[config.mk]
export PLATFORM = sky130hd
export DESIGN_NAME = sdram_lp_sequencer
export DESIGN_NICKNAME = d
export VERILOG_FILES = /design/src/rtl/sdram_lp_pkg.sv /design/src/rtl/sdram_lp_refen.sv /design/src/rtl/sdram_lp_timer.sv /design/src/rtl/sdram_lp_cmdenc.sv /design/src/rtl/sdram_lp_sequencer.sv
export SDC_FILE = /design/constraint.sdc
export NUM_CORES = 1
export LEC_CHECK = 0
export ABC_AREA = 0
export BUFFER_PORTS_ARGS = -buffer_cell sky130_fd_sc_hd__buf_2
export CAP_MARGIN = 20
export CELL_PAD_IN_SITES_DETAIL_PLACEMENT = 1
export CELL_PAD_IN_SITES_GLOBAL_PLACEMENT = 1
export CORE_AREA = 2 2 58 60
export DETAILED_ROUTE_END_ITERATION = 8
export DIE_AREA = 0 0 60 62
export GPL_TIMING_DRIVEN = 0
export PLACE_DENSITY = 0.79
export SKIP_CTS_REPAIR_TIMING = 1
export SLEW_MARGIN = 20
export SYNTH_ARGS = -nofsm -noshare
export SYNTH_HDL_FRONTEND = slang
export SYNTH_HIERARCHICAL = 1
export SYNTH_SLANG_ARGS = --single-unit
export TNS_END_PERCENT = 10
[constraint.sdc]
create_clock -name clk -period 4 [get_ports clk]
set_input_delay 0.2 -clock clk [delete_from_list [all_inputs] [get_ports clk]]
set_output_delay 0.2 -clock clk [all_outputs]
set_load 0.02 [all_outputs]
[src/rtl/sdram_lp_pkg.sv]
package sdram_lp_pkg;

    typedef enum logic [2:0] {
        ST_IDLE,
        ST_WAIT_BUS,
        ST_PRECHARGE,
        ST_WAIT_RP,
        ST_ENTER,
        ST_LOWPOWER,
        ST_EXIT
    } lp_state_e;

    typedef enum logic [1:0] {
        CMD_NOP,
        CMD_PALL,
        CMD_SREF
    } lp_cmd_e;

    typedef struct packed {
        logic cs_n;
        logic ras_n;
        logic cas_n;
        logic we_n;
        logic a10;
    } cmd_pins_t;

endpackage

[src/rtl/sdram_lp_refen.sv]
module sdram_lp_refen #(
    parameter int RATE_W = 16
) (
    input  logic              clk,
    input  logic              rst_n,
    input  logic              rate_wr_i,
    input  logic [RATE_W-1:0] rate_wdata_i,
    output logic              refen_o
);
    logic refen_d, refen_q;

    always_comb begin
        refen_d = refen_q;
        if (rate_wr_i) refen_d = (rate_wdata_i != '0);
    end

    always_ff @(posedge clk or negedge rst_n) begin
        if (!rst_n) refen_q <= 1'b0;
        else        refen_q <= refen_d;
    end

    assign refen_o = refen_q;


    refen_hold_chk: assert property (@(posedge clk) disable iff (!rst_n)
        !rate_wr_i |=> $stable(refen_q));

endmodule

[src/rtl/sdram_lp_timer.sv]
module sdram_lp_timer #(
    parameter int CNT_W = 8
) (
    input  logic             clk,
    input  logic             rst_n,
    input  logic             load_i,
    input  logic [CNT_W-1:0] val_i,
    output logic             last_o
);
    logic [CNT_W-1:0] cnt_d, cnt_q;

    always_comb begin
        cnt_d = cnt_q;
        if (load_i)             cnt_d = (val_i == '0) ? CNT_W'(1) : val_i;
        else if (cnt_q != '0)   cnt_d = cnt_q - CNT_W'(1);
    end

    always_ff @(posedge clk or negedge rst_n) begin
        if (!rst_n) cnt_q <= '0;
        else        cnt_q <= cnt_d;
    end

    assign last_o = (cnt_q == CNT_W'(1));


    load_nonzero_chk: assert property (@(posedge clk) disable iff (!rst_n)
        load_i |=> (cnt_q != '0));

endmodule

[src/rtl/sdram_lp_cmdenc.sv]
module sdram_lp_cmdenc
    import sdram_lp_pkg::*;
(
    input  lp_cmd_e   cmd_i,
    output cmd_pins_t pins_o
);
    always_comb begin
        unique case (cmd_i)
            CMD_PALL: pins_o = '{cs_n: 1'b0, ras_n: 1'b0, cas_n: 1'b1, we_n: 1'b0, a10: 1'b1};
            CMD_SREF: pins_o = '{cs_n: 1'b0, ras_n: 1'b0, cas_n: 1'b0, we_n: 1'b1, a10: 1'b0};
            default:  pins_o = '{cs_n: 1'b0, ras_n: 1'b1, cas_n: 1'b1, we_n: 1'b1, a10: 1'b0};
        endcase
    end
endmodule

[src/rtl/sdram_lp_sequencer.sv]
module sdram_lp_sequencer
    import sdram_lp_pkg::*;
#(
    parameter int RATE_W = 16,
    parameter int CNT_W  = 8
) (
    input  logic              clk,
    input  logic              rst_n,
    input  logic              sys_reset_i,
    input  logic              lp_req_i,
    input  logic              bus_active_i,
    input  logic              rate_wr_i,
    input  logic [RATE_W-1:0] rate_wdata_i,
    input  logic [CNT_W-1:0]  trp_cycles_i,
    input  logic [CNT_W-1:0]  txsr_cycles_i,
    output logic              busy_o,
    output logic              cke_o,
    output logic              sleep_ready_o,
    output logic              cs_n_o,
    output logic              ras_n_o,
    output logic              cas_n_o,
    output logic              we_n_o,
    output logic              a10_o
);
    typedef struct packed {
        lp_state_e st;
        logic      sr;
    } seq_t;

    seq_t             seq_d, seq_q;
    logic             refen;
    logic             tmr_load;
    logic [CNT_W-1:0] tmr_val;
    logic             tmr_last;
    logic             trig;
    lp_cmd_e          cmd;
    cmd_pins_t        pins;

    sdram_lp_refen #(.RATE_W(RATE_W)) u_refen (
        .clk          (clk),
        .rst_n        (rst_n),
        .rate_wr_i    (rate_wr_i),
        .rate_wdata_i (rate_wdata_i),
        .refen_o      (refen)
    );

    sdram_lp_timer #(.CNT_W(CNT_W)) u_timer (
        .clk    (clk),
        .rst_n  (rst_n),
        .load_i (tmr_load),
        .val_i  (tmr_val),
        .last_o (tmr_last)
    );

    assign trig = sys_reset_i | lp_req_i;

    always_comb begin
        seq_d    = seq_q;
        tmr_load = 1'b0;
        tmr_val  = '0;
        unique case (seq_q.st)
            ST_IDLE:      if (trig) seq_d.st = ST_WAIT_BUS;
            ST_WAIT_BUS:  if (!bus_active_i) seq_d.st = ST_PRECHARGE;
            ST_PRECHARGE: begin
                seq_d.sr = refen;
                tmr_load = 1'b1;
                tmr_val  = trp_cycles_i;
                seq_d.st = ST_WAIT_RP;
            end
            ST_WAIT_RP:   if (tmr_last) seq_d.st = ST_ENTER;
            ST_ENTER:     seq_d.st = ST_LOWPOWER;
            ST_LOWPOWER:  if (!trig) begin
                tmr_load = 1'b1;
                tmr_val  = seq_q.sr ? txsr_cycles_i : CNT_W'(1);
                seq_d.st = ST_EXIT;
            end
            ST_EXIT:      if (tmr_last) seq_d.st = ST_IDLE;
            default:      seq_d.st = ST_IDLE;
        endcase
    end

    always_ff @(posedge clk or negedge rst_n) begin
        if (!rst_n) seq_q <= '{st: ST_IDLE, sr: 1'b0};
        else        seq_q <= seq_d;
    end

    always_comb begin
        cmd = CMD_NOP;
        if (seq_q.st == ST_PRECHARGE)            cmd = CMD_PALL;
        else if (seq_q.st == ST_ENTER && seq_q.sr) cmd = CMD_SREF;
    end

    sdram_lp_cmdenc u_enc (
        .cmd_i  (cmd),
        .pins_o (pins)
    );

    assign busy_o        = (seq_q.st != ST_IDLE);
    assign cke_o         = !(seq_q.st == ST_ENTER || seq_q.st == ST_LOWPOWER);
    assign sleep_ready_o = (seq_q.st == ST_LOWPOWER);
    assign cs_n_o        = pins.cs_n;
    assign ras_n_o       = pins.ras_n;
    assign cas_n_o       = pins.cas_n;
    assign we_n_o        = pins.we_n;
    assign a10_o         = pins.a10;


    sleep_cke_chk: assert property (@(posedge clk) disable iff (!rst_n)
        sleep_ready_o |-> !cke_o);


    bus_wait_chk: assert property (@(posedge clk) disable iff (!rst_n)
        (seq_q.st == ST_WAIT_BUS && bus_active_i) |=> (seq_q.st == ST_WAIT_BUS));


    pall_first_chk: assert property (@(posedge clk) disable iff (!rst_n)
        (seq_q.st == ST_ENTER) |-> ($past(seq_q.st) == ST_WAIT_RP));


    sleep_busy_chk: assert property (@(posedge clk) disable iff (!rst_n)
        sleep_ready_o |-> busy_o);


    exit_cke_chk: assert property (@(posedge clk) disable iff (!rst_n)
        $fell(sleep_ready_o) |-> cke_o);


    mode_hold_chk: assert property (@(posedge clk) disable iff (!rst_n)
        (seq_q.st == ST_WAIT_RP || seq_q.st == ST_ENTER || seq_q.st == ST_LOWPOWER)
        |=> $stable(seq_q.sr));

endmodule

==> out/metrics.cfg <==
[floorplanning]
io_pins=46
die_h_um=62
start_util_pct=33.25
die_x_um=60
dieArea_sq_um=3720
coreArea_sq_um=3179
num_rows=21

[worst_setup_path]
crit_buf_inv=1
r2r-start=u_timer/cnt_q[2]$_DFFE_PN0P_
critPathLaunchType=register
crit_path_cell_trace=or4_4, buf_6, nor4b_1, a21oi_1, o31a_1
cp_slowest_stage_delay_ps=550
crit_slowest_cell=nor4b_1
crit_required_ps=4170
critPathCaptureType=register
rr_endpoint=seq_q[1]$_DFFE_PN0P_
worstPathArrival_ps=2460
rrSetupSlack_ps=1710
path_class=reg -> reg
worst-r2r-cell-count=5
cp_top_family=simple AND/OR/NAND/NOR gates
cp_max_fo=10

[sta]
slew_headroom_pct=56.10
finalClockSkew_ps=1.871
setup_violations=0
rsz0062_at_grt=false
post-route-min-period_ps=2286
tightest_slew_ps=649.4
hold_viol_final=0
tns_ps=0
maxSlewViolCount=0
clock.fmax_mhz=437.5
fin_crit_sh_pct=57.14

[synth]
yosys.cell_types.count=43
synth_top_area_share_pct=30.77
syn_area_per_cell_sq_um=8.960
netlist_instances=118
synthesis.area_sq_um=1057
synth_seq_cells=13
yosys_most_used_dff=dfrtp_1
synth_edf_count=0
synth_top_area_cell=dfrtp_1
syn_nets=162
synthArstFlopShare_pct=100.0
synth_seq_area_share_pct=30.77
yosys_warnings=6
synthTopCellsByArea=dfrtp_1 (31%), ha_1 (7.1%), a22o_1 (5.8%)

[finish]
area.growth.synth_to_final_pct=29.70
n_antenna_cell=0
layout-drive-gt1-share_pct=37.72
multi_input_area_sq_um=651.9
n_fill_cell=397
regArea_sq_um=325.3
final_nets=212
post-route-cell-area_sq_um=1371
final_util_pct=43.13

[clocking]
numCtsBuffers=3
cts_num_sinks=13
cts_root_buf=clkbuf_4
clkTransAtPathRegs_ps=90
clk_path_buf_depth=2
htree_levels=1
cts_tree=built
clock_latency_ps=280

[place]
placed_area_sq_um=1335
portBuffers=44
dp_hpwl_um=2471
place.gp.congestion=0.7684

[route]
vias_per_cell=5.099
avgRoutedWirePerCell_um=13.92
drt.antenna.violating_nets=0
routed_wl_um=2965
via_count=1086
drtPass1Iterations=4
remaining_drc_errors=0
drt_iter0_drc=25

[global_routing]
grtUsageTotal_pct=17.84
grt_pass1_vias=1168
grt_pass1_wl_um=5071
grt_antenna_before_repair=0
grt_max_degree=14
grt-ovfl-total=0

[hold_path]
hold_class=in -> reg
min_to=u_refen/refen_o$_DFFE_PN0P_
hold_depth=2
hold_start=rate_wr_i

[pwr]
ir_drop_v=0.0001829
power.static_leakage_nw=0.5678
power.density_nw_per_um2=547.2

[run]
maxCapViolations=0

[outcome]
status=finished clean

[area by class of cell]
type	count	area share [%]
timing repair buffer	45	16.79
multi-input combinational	89	47.54
buffer	5	2.828
clock buffer	4	1.916
tap	46	4.197
sequential	13	23.72
inverter	11	3.011
[layer usage]
metal | GRT usage [%] | part of all wire (%) | up-vias
li1 | - | - | 532
met1 | 19.07 | 40 | 520
met2 | 35.71 | 55 | 32
met3 | 4.555 | 5.3 | 2
met4 | 2.540 | 0.24 | 0
met5 | 0 | 0 | -
[stage by stage]
| stage | power (mW) | hold slack [ps] | worst slack [ps] | std cells |
|---|---|---|---|---|
| CTS | 0.7593 | -191.7 | 1663 | 212 |
| detailed placement | 0.6707 | 116.3 | 1688 | 208 |
| finish | 0.7504 | 161.3 | 1714 | 213 |
| global route | 0.8229 | 154.9 | 1521 | 213 |
| floorplan | 0.5517 | -95.59 | 1972 | 118 |
| global placement | 0.6459 | 111.7 | 1738 | 208 |
[where the power goes]
group          switching (mW)  leakage (nW)  internal (mW)
clock network          0.0467        0.0150         0.0387
logic                   0.215         0.405          0.190
registers              0.0721         0.148          0.188
total                   0.334         0.568          0.417
[Yosys cell counts, types with 3 or more instances]
| cell type | instances |
|---|---|
| inv_1 | 11 |
| o21ai_0 | 7 |
| nand2_1 | 5 |
| xnor2_1 | 3 |
| nor2_1 | 9 |
| nor4_2 | 3 |
| nor3_1 | 4 |
| a21oi_1 | 4 |
| o31ai_1 | 3 |
| ha_1 | 6 |
| dfrtp_1 | 13 |
| a22o_1 | 7 |
| a221oi_1 | 3 |
| nor4_1 | 3 |
[cells by family (layout without fill, tap and decap cells)]
kind of cell | Yosys count | after routing | share of synthesized area, %
xor+xnor | 3 | 3 | 2.486
flops | 13 | 13 | 30.77
buf+inv | 16 | 65 | 7.573
other cells | 1 | 1 | 0.3547
compound gates | 33 | 33 | 22.37
simple gates | 45 | 45 | 27.93
fa+ha+maj | 6 | 6 | 7.100
mux | 1 | 1 | 1.420
[worst max path at each step]
| stage | start | slack [ps] | cells past startpoint | endpoint |
|---|---|---|---|---|
| CTS | u_timer/cnt_q[3]$_DFFE_PN0P_ | 1660 | 5 | seq_q[1]$_DFFE_PN0P_ |
| global placement | u_timer/cnt_q[3]$_DFFE_PN0P_ | 1740 | 5 | seq_q[1]$_DFFE_PN0P_ |
| global route | u_timer/cnt_q[2]$_DFFE_PN0P_ | 1520 | 6 | seq_q[2]$_DFFE_PN0P_ |
| detailed placement | u_timer/cnt_q[3]$_DFFE_PN0P_ | 1690 | 5 | seq_q[1]$_DFFE_PN0P_ |
| floorplan | u_timer/cnt_q[3]$_DFFE_PN0P_ | 1970 | 5 | seq_q[1]$_DFFE_PN0P_ |
| finish | u_timer/cnt_q[2]$_DFFE_PN0P_ | 1710 | 5 | seq_q[1]$_DFFE_PN0P_ |
[sequential cells by signal, indices dropped and copies added (netlist names)]
| name | cells |
|---|---|
| seq_q | 4 |
| u_refen/refen_o | 1 |
| u_timer/cnt_q | 8 |
[worst reg2reg max path: cells and delay by family (launching register included)]
| kind | cells | cell delay (ps) |
|---|---|---|
| AOI/OAI and AO/OA | 2 | 500 |
| buffers and inverters | 1 | 150 |
| DFF | 1 | 440 |
| and+or+nand+nor | 2 | 1090 |
[placed cells by master (no fill, tap or decap), types with 3 or more instances in the layout]
master	Yosys	routed
buf_2	1	45
dfrtp_1	13	13
inv_1	11	11
nor2_1	9	9
a22o_1	7	7
o21ai_0	7	7
ha_1	6	6
nand2_1	5	5
a21oi_1	4	4
nor3_1	4	4
clkbuf_4	0	3
nor4_2	3	3
nor4_1	3	3
a221oi_1	3	3
xnor2_1	3	3
o31ai_1	3	3
Power figures use the tool's default switching activity.
